===== config.mk =====
export PLATFORM = sky130hd
export DESIGN_NAME = evt_irq_ctl
export DESIGN_NICKNAME = d
export VERILOG_FILES = /design/src/rtl/evt_irq_pkg.sv /design/src/rtl/evt_irq_bank.sv /design/src/rtl/evt_irq_pin.sv /design/src/rtl/evt_irq_ctl.sv
export SDC_FILE = /design/constraint.sdc
export NUM_CORES = 1
export LEC_CHECK = 0
export ABC_AREA = 1
export BUFFER_PORTS_ARGS = -buffer_cell sky130_fd_sc_hd__buf_2
export CAP_MARGIN = 5
export CORE_ASPECT_RATIO = 1.75
export CORE_UTILIZATION = 35
export CTS_CLUSTER_DIAMETER = 200
export DETAILED_ROUTE_END_ITERATION = 8
export REMOVE_ABC_BUFFERS = 1
export SYNTH_ARGS = -nofsm -noshare
export SYNTH_HDL_FRONTEND = slang
export SYNTH_SLANG_ARGS = --single-unit

===== constraint.sdc =====
create_clock -name clk -period 1.2 [get_ports clk]
set_input_delay 0.06 -clock clk [delete_from_list [all_inputs] [get_ports clk]]
set_output_delay 0.06 -clock clk [all_outputs]
set_load 0.02 [all_outputs]

===== src/rtl/evt_irq_pkg.sv =====
package evt_irq_pkg;
  typedef enum logic [3:0] {
    SEL_ST_A  = 4'd0,
    SEL_ST_B  = 4'd1,
    SEL_MSK_A = 4'd2,
    SEL_MSK_B = 4'd3,
    SEL_MSB_A = 4'd4,
    SEL_LSB_A = 4'd5,
    SEL_MSB_B = 4'd6,
    SEL_LSB_B = 4'd7,
    SEL_PIN   = 4'd8
  } reg_sel_e;

  typedef enum logic [1:0] {
    PIN_HIGH = 2'd0,
    PIN_LOW  = 2'd1,
    PIN_OD   = 2'd2,
    PIN_OD_X = 2'd3
  } pin_mode_e;
endpackage


===== src/rtl/evt_irq_bank.sv =====
module evt_irq_bank #(
  parameter int W = 8,
  parameter logic [W-1:0] IMPL = '1
) (
  input  logic         clk,
  input  logic         rst_n,
  input  logic [W-1:0] src,
  input  logic         clr,
  input  logic         wr_mask,
  input  logic         wr_msb,
  input  logic         wr_lsb,
  input  logic [W-1:0] wdata,
  output logic [W-1:0] status,
  output logic [W-1:0] mask,
  output logic [W-1:0] mode_msb,
  output logic [W-1:0] mode_lsb,
  output logic         hit
);
  logic [W-1:0] src_q, rise, fall, edge_hit, lvl_hit, clr_v, st_n;

  assign rise     = src & ~src_q;
  assign fall     = ~src & src_q;
  assign edge_hit = (~mode_msb & ~mode_lsb & rise) | (~mode_msb & mode_lsb & fall);
  assign lvl_hit  = mode_msb & src;
  assign clr_v    = {W{clr}};
  assign st_n     = ((status & ~clr_v) | edge_hit | (lvl_hit & ~clr_v)) & IMPL;
  assign hit      = |(status & mask);

  always_ff @(posedge clk or negedge rst_n) begin
    if (!rst_n) begin
      src_q    <= '0;
      status   <= '0;
      mask     <= '0;
      mode_msb <= '0;
      mode_lsb <= '0;
    end else begin
      src_q  <= src;
      status <= st_n;
      if (wr_mask) mask     <= wdata & IMPL;
      if (wr_msb)  mode_msb <= wdata & IMPL;
      if (wr_lsb)  mode_lsb <= wdata & IMPL;
    end
  end

  for (genvar i = 0; i < W; i++) begin : g_bit
    if (IMPL[i]) begin : g_chk

      rise_sets_chk: assert property (@(posedge clk) disable iff (!rst_n)
        (!mode_msb[i] && !mode_lsb[i] && $rose(src[i])) |=> status[i]);

      level_sets_chk: assert property (@(posedge clk) disable iff (!rst_n)
        (mode_msb[i] && src[i] && !clr) |=> status[i]);

      sticky_chk: assert property (@(posedge clk) disable iff (!rst_n)
        (status[i] && !clr) |=> status[i]);
    end else begin : g_none

      absent_bit_chk: assert property (@(posedge clk) disable iff (!rst_n)
        !status[i] && !mask[i]);
    end
  end
endmodule


===== src/rtl/evt_irq_pin.sv =====
module evt_irq_pin
  import evt_irq_pkg::*;
(
  input  pin_mode_e mode,
  input  logic      active,
  output logic      irq_o,
  output logic      irq_oe
);
  always_comb begin
    case (mode)
      PIN_HIGH: begin irq_o = active;  irq_oe = 1'b1;   end
      PIN_LOW:  begin irq_o = !active; irq_oe = 1'b1;   end
      default:  begin irq_o = 1'b0;    irq_oe = active; end
    endcase
  end
endmodule


===== src/rtl/evt_irq_ctl.sv =====
module evt_irq_ctl
  import evt_irq_pkg::*;
#(
  parameter int W = 8,
  parameter int ADDR_W = 4,
  parameter logic [W-1:0] IMPL_A = 8'hC7,
  parameter logic [W-1:0] IMPL_B = 8'h0E
) (
  input  logic              clk,
  input  logic              rst_n,
  input  logic [W-1:0]      src_a,
  input  logic [W-1:0]      src_b,
  input  logic [ADDR_W-1:0] reg_addr,
  input  logic              reg_wr,
  input  logic              reg_rd,
  input  logic [W-1:0]      reg_wdata,
  output logic [W-1:0]      reg_rdata,
  output logic              irq_o,
  output logic              irq_oe
);
  localparam int PIN_W = 2;

  logic [W-1:0] st_a, mk_a, ms_a, ls_a, st_b, mk_b, ms_b, ls_b, rd_mux;
  logic         hit_a, hit_b;
  pin_mode_e    pin_mode;

  function automatic logic sel(input logic [ADDR_W-1:0] a, input reg_sel_e s);
    return a == ADDR_W'(s);
  endfunction

  evt_irq_bank #(.W(W), .IMPL(IMPL_A)) u_bank_a (
    .clk(clk), .rst_n(rst_n), .src(src_a),
    .clr(reg_rd && sel(reg_addr, SEL_ST_A)),
    .wr_mask(reg_wr && sel(reg_addr, SEL_MSK_A)),
    .wr_msb(reg_wr && sel(reg_addr, SEL_MSB_A)),
    .wr_lsb(reg_wr && sel(reg_addr, SEL_LSB_A)),
    .wdata(reg_wdata), .status(st_a), .mask(mk_a),
    .mode_msb(ms_a), .mode_lsb(ls_a), .hit(hit_a)
  );

  evt_irq_bank #(.W(W), .IMPL(IMPL_B)) u_bank_b (
    .clk(clk), .rst_n(rst_n), .src(src_b),
    .clr(reg_rd && sel(reg_addr, SEL_ST_B)),
    .wr_mask(reg_wr && sel(reg_addr, SEL_MSK_B)),
    .wr_msb(reg_wr && sel(reg_addr, SEL_MSB_B)),
    .wr_lsb(reg_wr && sel(reg_addr, SEL_LSB_B)),
    .wdata(reg_wdata), .status(st_b), .mask(mk_b),
    .mode_msb(ms_b), .mode_lsb(ls_b), .hit(hit_b)
  );

  evt_irq_pin u_pin (
    .mode(pin_mode), .active(hit_a || hit_b), .irq_o(irq_o), .irq_oe(irq_oe)
  );

  always_comb begin
    rd_mux = '0;
    case (reg_addr)
      ADDR_W'(SEL_ST_A):  rd_mux = st_a;
      ADDR_W'(SEL_ST_B):  rd_mux = st_b;
      ADDR_W'(SEL_MSK_A): rd_mux = mk_a;
      ADDR_W'(SEL_MSK_B): rd_mux = mk_b;
      ADDR_W'(SEL_MSB_A): rd_mux = ms_a;
      ADDR_W'(SEL_LSB_A): rd_mux = ls_a;
      ADDR_W'(SEL_MSB_B): rd_mux = ms_b;
      ADDR_W'(SEL_LSB_B): rd_mux = ls_b;
      ADDR_W'(SEL_PIN):   rd_mux = W'(pin_mode);
      default:            rd_mux = '0;
    endcase
  end

  always_ff @(posedge clk or negedge rst_n) begin
    if (!rst_n) begin
      reg_rdata <= '0;
      pin_mode  <= PIN_HIGH;
    end else begin
      if (reg_rd) reg_rdata <= rd_mux;
      if (reg_wr && sel(reg_addr, SEL_PIN)) pin_mode <= pin_mode_e'(reg_wdata[PIN_W-1:0]);
    end
  end


  status_read_chk: assert property (@(posedge clk) disable iff (!rst_n)
    (reg_rd && sel(reg_addr, SEL_ST_A)) |=> reg_rdata == $past(st_a));

  od_never_high_chk: assert property (@(posedge clk) disable iff (!rst_n)
    pin_mode[1] |-> !(irq_oe && irq_o));

  quiet_pin_chk: assert property (@(posedge clk) disable iff (!rst_n)
    (pin_mode == PIN_HIGH && (st_a & mk_a) == '0 && (st_b & mk_b) == '0) |-> !irq_o);
endmodule


# Yosys cells after proc, flatten, opt, wreduce, memory -nomap -nowiden
# Index checks and enable logic that the tools add are counted.
[word_totals]
regBits = 54
word_cells = 76
out_inout_bits = 10
[classes]
reduce_logical = 16
muxes = 3
bitwise_logic = 36
n_eq_ne = 9
[op_table]
columns = ["cell", "n"]
rows = [
  ["$and 8x8->8", 10],
  ["$pmux 8 s9", 1],
  ["$and 4x4->4", 10],
  ["$not 8->8", 5],
  ["$or 8x8->8", 3],
  ["$not 4->4", 5],
  ["$eq 4x3->1 const B", 4],
  ["$reduce_or 8->1", 2],
  ["$or 4x4->4", 3],
  ["$logic_and 1x1->1", 9],
  ["$eq 4x2->1 const B", 2],
  ["$eq 4x1->1 const B", 1],
  ["$eq 4x4->1 const B", 1],
  ["$logic_not 4->1", 1],
  ["$eq 2x1->1 const B", 1],
  ["$logic_not 2->1", 1],
  ["$pmux 1 s2", 1],
  ["$reduce_or 2->1", 1],
  ["$logic_not 1->1", 1],
  ["$logic_or 1x1->1", 1],
  ["$mux 1", 1],
]

# Logic depth before layout (Yosys ltp)
[logic_depth]
depth_word = 6
depth_mapped = 9

# Hierarchy
# From an unflattened synthesis, not the netlist that was laid out.
[hier_totals]
cells_unflattened = 470
area_unflattened_um2 = 3224.3
[modules_own_cells]
columns = ["module", "area_per_inst_um2", "cells_each", "n_inst"]
rows = [
  ["evt_irq_bank at u_bank_a", 1266.2, 161, 1],
  ["evt_irq_ctl", 1098.6, 196, 1],
  ["evt_irq_bank at u_bank_b", 834.6, 107, 1],
  ["evt_irq_pin", 25.0, 6, 1],
]

# Least setup slack after synthesis
# No wires, ideal clock.
[synth_path]
path_kind = "register to output"
from = "register u_bank_b.mask[1]"
to = "output irq_o"
slack_ns = -0.111
path_buffers = 0
required_time_ns = 1.140
path_stages_with_launch = 5
arrival_time_ns = 1.251
path_cell_list = "dfrtp_1 -> a22o_1 -> nor2_1 -> nand2_1 -> o21ai_0"
[synth_between]
elab_chain_len = 5
[synth_rtl]
columns = ["element", "line_no", "text"]
rows = [
  ["start, declared", "evt_irq_bank.sv:14", "output logic [W-1:0] mask,"],
  ["start signal, assigned", "evt_irq_bank.sv:39", "if (wr_mask) mask <= wdata & IMPL;"],
  ["$and 4x4->4 *", "evt_irq_bank.sv:27", "assign hit = |(status & mask);"],
  ["$reduce_or 8->1 *", "evt_irq_bank.sv:27", ""],
  ["$logic_or 1x1->1 *", "evt_irq_ctl.sv:52", ".mode(pin_mode), .active(hit_a || hit_b), .irq_o(irq_o), .irq_oe(irq_oe)"],
  ["$logic_not 1->1", "evt_irq_pin.sv:12", "PIN_LOW: begin irq_o = !active; irq_oe = 1'b1; end"],
  ["$pmux 1 s2 *", "evt_irq_pin.sv:10", "case (mode)"],
  ["end, declared", "evt_irq_ctl.sv:18", "output logic irq_o,"],
]
# Every way passes the cells marked *; elsewhere a longest branch is shown, timed or not.

# Final worst setup path
[layout_path]
from = "register u_bank_a.mask[7]"
to = "output irq_o"
[layout_between]
elab_chain_len = 5
[layout_rtl]
columns = ["element", "line_no"]
rows = [
  ["start, declared", "evt_irq_bank.sv:14"],
  ["start signal, assigned", "evt_irq_bank.sv:39"],
  ["$and 8x8->8 *", "evt_irq_bank.sv:27"],
  ["$reduce_or 8->1 *", "evt_irq_bank.sv:27"],
  ["$logic_or 1x1->1 *", "evt_irq_ctl.sv:52"],
  ["$logic_not 1->1", "evt_irq_pin.sv:12"],
  ["$pmux 1 s2 *", "evt_irq_pin.sv:10"],
]
# Marks and branches as above.

==> results.md <==
STA:
- The final count of pins violating max slew is 0.
- The tightest hold path in the finished design has a slack of 0.03550 ns.
- Setup violations remaining at the end of the flow were counted as 2.
- Dividing the final minimum period by the clock period gives 122.7%.
- The achievable clock frequency is 679.1 MHz.
- For the final routed database, the setup TNS stands at -0.4383 ns.
- The hold violation count in the final report is 0.
- The clock period minus final worst setup slack is around 1.5 ns.
- Setup repair after global routing could not meet its margin everywhere.
- The worst-case clock skew is 0.006869 ns.
- After layout, the worst setup slack is -0.2724 ns.

Power:
- Summing internal, switching and leakage power gives 4.525 mW.
- The internal portion of the total power is 3.297 mW.
- The switching power share of the total is 27.14%.
- The share of total power dissipated in the clock network is 35.1%.
- Summed over all nets, the switching power comes to 1.228 mW.
- In this run the power density over the cells is 1508 mW/mm^2.
- In this run, the combinational gates consume 19.7% of the power.
- The sequential share of power is 45.2%.
- VDD sags by at most 754.0 uV.
- The analysis attributes to cell leakage a power of 1.580 nW.

Global route:
- Summed over all layers, the global routing overflow is 0.
- The first global-routing pass estimated slightly below 10000 um of wire.
- For this run, the total global-route usage over all layers was measured as 18.75%.
- The number of antenna violations at the first check in global routing was 0.
- The largest net degree at the start of global routing is 36.
- The via count of the first global-routing pass is 2131.

Cells and area:
- The fraction of final layout cells sized beyond drive strength 1 is 19.52%.
- In the final layout, the multi-input gates occupy 962.2 um^2.
- The most frequent standard cell in the layout excluding fill and tap cells is nand2_1.
- At the end of the flow the core is filled with cells to 47.83%.
- Relative to the synthesized area, the layout overhead comes to 29.89%.
- The final layout contains just over 400 nets.
- After filler insertion, the fill cell instance count of the layout stands at around 630.
- The register area is 0.001201 mm^2.
- The final instance area is 0.003002 mm^2.
- The number of antenna diodes is 0.
- In the layout the commonest cells are nand2_1 (106), dfrtp_1 (48), inv_1 (33), o21ai_0 (33), buf_2 (27).
- The final cell count without fillers is 454.

Clock network:
- The CTS tree is built.
- The root buffer cell chosen for the clock tree is clkbuf_8.
- The number of H-tree branching levels is 2.
- For the worst-skew pair, the clock arrives at the later sink with an insertion delay of roughly 0.30 ns.
- The post-CTS clock slew at the launch and capture registers of the worst setup and hold paths is 0.09 ns.
- In this run the deepest clock path goes through 2 buffers.
- In this run, CTS created clock tree buffers numbering 5.
- The number of sinks handled by clock tree synthesis is 48.

Worst setup path:
- The critical path's top delay family is flip-flops.
- The start of the worst register-to-register path is u_bank_a.mask[2].
- The master of the slowest instance on the critical path is dfrtp_1.
- The endpoint of the most critical setup path is irq_o.
- Data arrives at the worst endpoint at 1.41 ns.
- Along the worst path, the maximum fanout reaches 2.
- STA classifies the critical path startpoint as a flop.
- Together, buffers and inverters on the worst path number 1.
- The critical path goes through a22o_1 -> nor2_1 -> nand2_1 -> nand2_1 -> o21ai_2 -> buf_4.
- The slack of the worst reg-to-reg path is 0.08 ns.
- The critical path crosses 6 cells after its start point.
- The largest stage delay on the critical path is just under 0.4 ns.
- In this run the critical register-to-register path is captured at reg_rdata[2].
- In this run the worst setup path begins at u_bank_a.mask[7].
- The data required time of the worst path is 1.14 ns.
- The cell seen most often among critical-path stages is nand2_1.
- The depth of the worst register-to-register path is 7.
- STA classifies the critical path endpoint as an output port.
- The worst setup path is of the reg2out kind.

Synth:
- Yosys attributes the largest share of cell area to dfrtp_1 (52%), nand2_1 (17%), o21ai_0 (7.4%).
- The portion of the post-synthesis area used by sequential elements is 51.98%.
- The simple-gate share of the synthesized area is 27.88%.
- The count of yosys warnings during synthesis is 0.
- The area fraction in compound gates after synthesis is 13.16%.
- The mapped netlist covers between 0.002 and 0.0025 mm^2.
- In this run, synthesis produced a sequential element count of between 40 and 50.
- By area, the combinational part of the netlist is dominated by simple AND/OR/NAND/NOR gates.
- The post-synthesis average cell area is 7.552 um^2.
- The synthesized netlist contains 20 unique library cells.
- Of the total synthesized cell area, the portion taken by XOR and XNOR cells is 0%.
- dfrtp_1 takes more of the synthesized area than any other cell.
- After synthesis, the share of cell area in mux cells is 0%.
- The share of synthesized cell area in full adder, half adder and majority cells is 0%.
- Synthesis handed over a netlist of 306 instances.
- Summed over its instances, the top area cell type makes up between 50% and 60% of the synthesized netlist area.

Floorplanning:
- The die is 63.43 um wide.
- The floorplan has 38 rows.
- In this run the count of I/O pins placed on the die edge is 42.
- The die covers 0.006944 mm^2.
- The vertical extent of the die is approximately 110 um.
- The starting utilization of the core area is ~37%.
- The core region is 0.006276 mm^2.

Place:
- The placed instance area is 0.002730 mm^2.
- Routability-driven placement finished with a final weighted congestion of 0.9274.
- The cell count after placement is 436.
- The worst slack at placement is -0.01988 ns.
- The wire-length estimate of the detail-placed layout is roughly 4600 um.
- The number of I/O port buffers is 29.

Routing:
- In this run, the number of DRC markers left after iteration 0 of detailed routing was 101.
- The number of nets with antenna violations after routing is 0.
- For this run, design rule violations remaining after detail routing come to 0.
- The first-pass iteration count of the detailed router is 4.
- The average routed wire per standard cell is between 10 and 15 um.
- The overall via count from detail_route is 2193.
- The per-cell via count in the routed design is 4.830.
- The wire length after detailed routing is 5987 um.

Run status:
- The run finished, with violations left.
- The checks that failed: setup timing.

Flow run:
- The max capacitance violation total is 0.

Worst hold path:
- The tightest min-delay check is of the in2reg type.
-- final cells by class --
type	instances	area share (%)
flip-flops and latches	48	40.02
multi-input cells	219	32.06
repair buffers	63	14.80
inverters	36	4.502
well taps	80	3.335
clock inverters	3	3.001
clock buffers	5	2.293
-- registers in the layout (all words and copies together), names as in the netlist --
signal,flops
u_bank_b.src_q,3
u_bank_a.status,5
u_bank_b.mode_lsb,3
reg_rdata,6
u_bank_a.mask,5
u_bank_b.status,3
u_bank_a.mode_lsb,5
u_bank_a.src_q,5
u_bank_b.mask,3
u_bank_a.mode_msb,5
u_bank_b.mode_msb,3
pin_mode,2
-- power groups by stage --
stage	Combinational, mW	Sequential (mW)	Clock [mW]
2_1_floorplan	0.450	2.06	0
3_3_place_gp	0.826	2.07	0
3_5_place_dp	0.838	2.08	0
4_1_cts	0.893	2.04	1.62
5_1_grt	1.01	2.08	1.69
6_report	0.894	2.05	1.59
-- kinds of logic after synthesis --
logic type	after synthesis
and+or+nand+nor	159
AOI/OAI and AO/OA	58
DFF	48
buffers and inverters	40
other	1
-- cells in the mapped netlist --
cell and count:
a21oi_1 9, a22o_1 2, buf_4 2, clkbuf_1 2
clkinv_1 1, conb_1 1, dfrtp_1 48, inv_1 33
inv_2 2, nand2_1 106, nand2_2 2, nand3_1 17
nand4_1 2, nor2_1 24, nor2_2 5, nor3_1 3
o21ai_0 34, o21ai_1 10, o22ai_1 1, o31ai_1 2
-- metal layers --
metal  global-route usage (%)  vias up  wire, um
met5                        0        -         0
met1                    19.74      998      2357
met4                    12.01        0       275
met2                    34.42       73      3138
li1                         -     1106         -
met3                    2.593       16       216
-- worst min-delay path, stage by stage --
cell and delay [ns]:
buf_2 0.07, inv_1 0.05, o21ai_1 0.12
-- how the worst min path moves through the flow --
stage,startpoint,endpoint,slack (ns),cells past startpoint
floorplan,rst_n,pin_mode[0],-0.24,0
global route,reg_wdata[6],u_bank_a.mode_lsb[6],0.03,3
global placement,rst_n,u_bank_a.src_q[2],-0.02,1
detailed placement,rst_n,u_bank_a.src_q[2],-0.02,1
CTS,reg_wdata[7],u_bank_a.mode_lsb[7],0.03,3
finish,reg_wdata[6],u_bank_a.mask[6],0.04,3
-- timing repair --
action | in CTS | in global routing
gates resized for setup | 5 | 1
hold buffers | 9 | 0
hold endpoints to repair | 56 | 0
setup buffers | 1 | 0
setup endpoints to repair | 2 | 3
pin swaps | 0 | 2
Note: power is estimated with default switching activity, not from simulation.
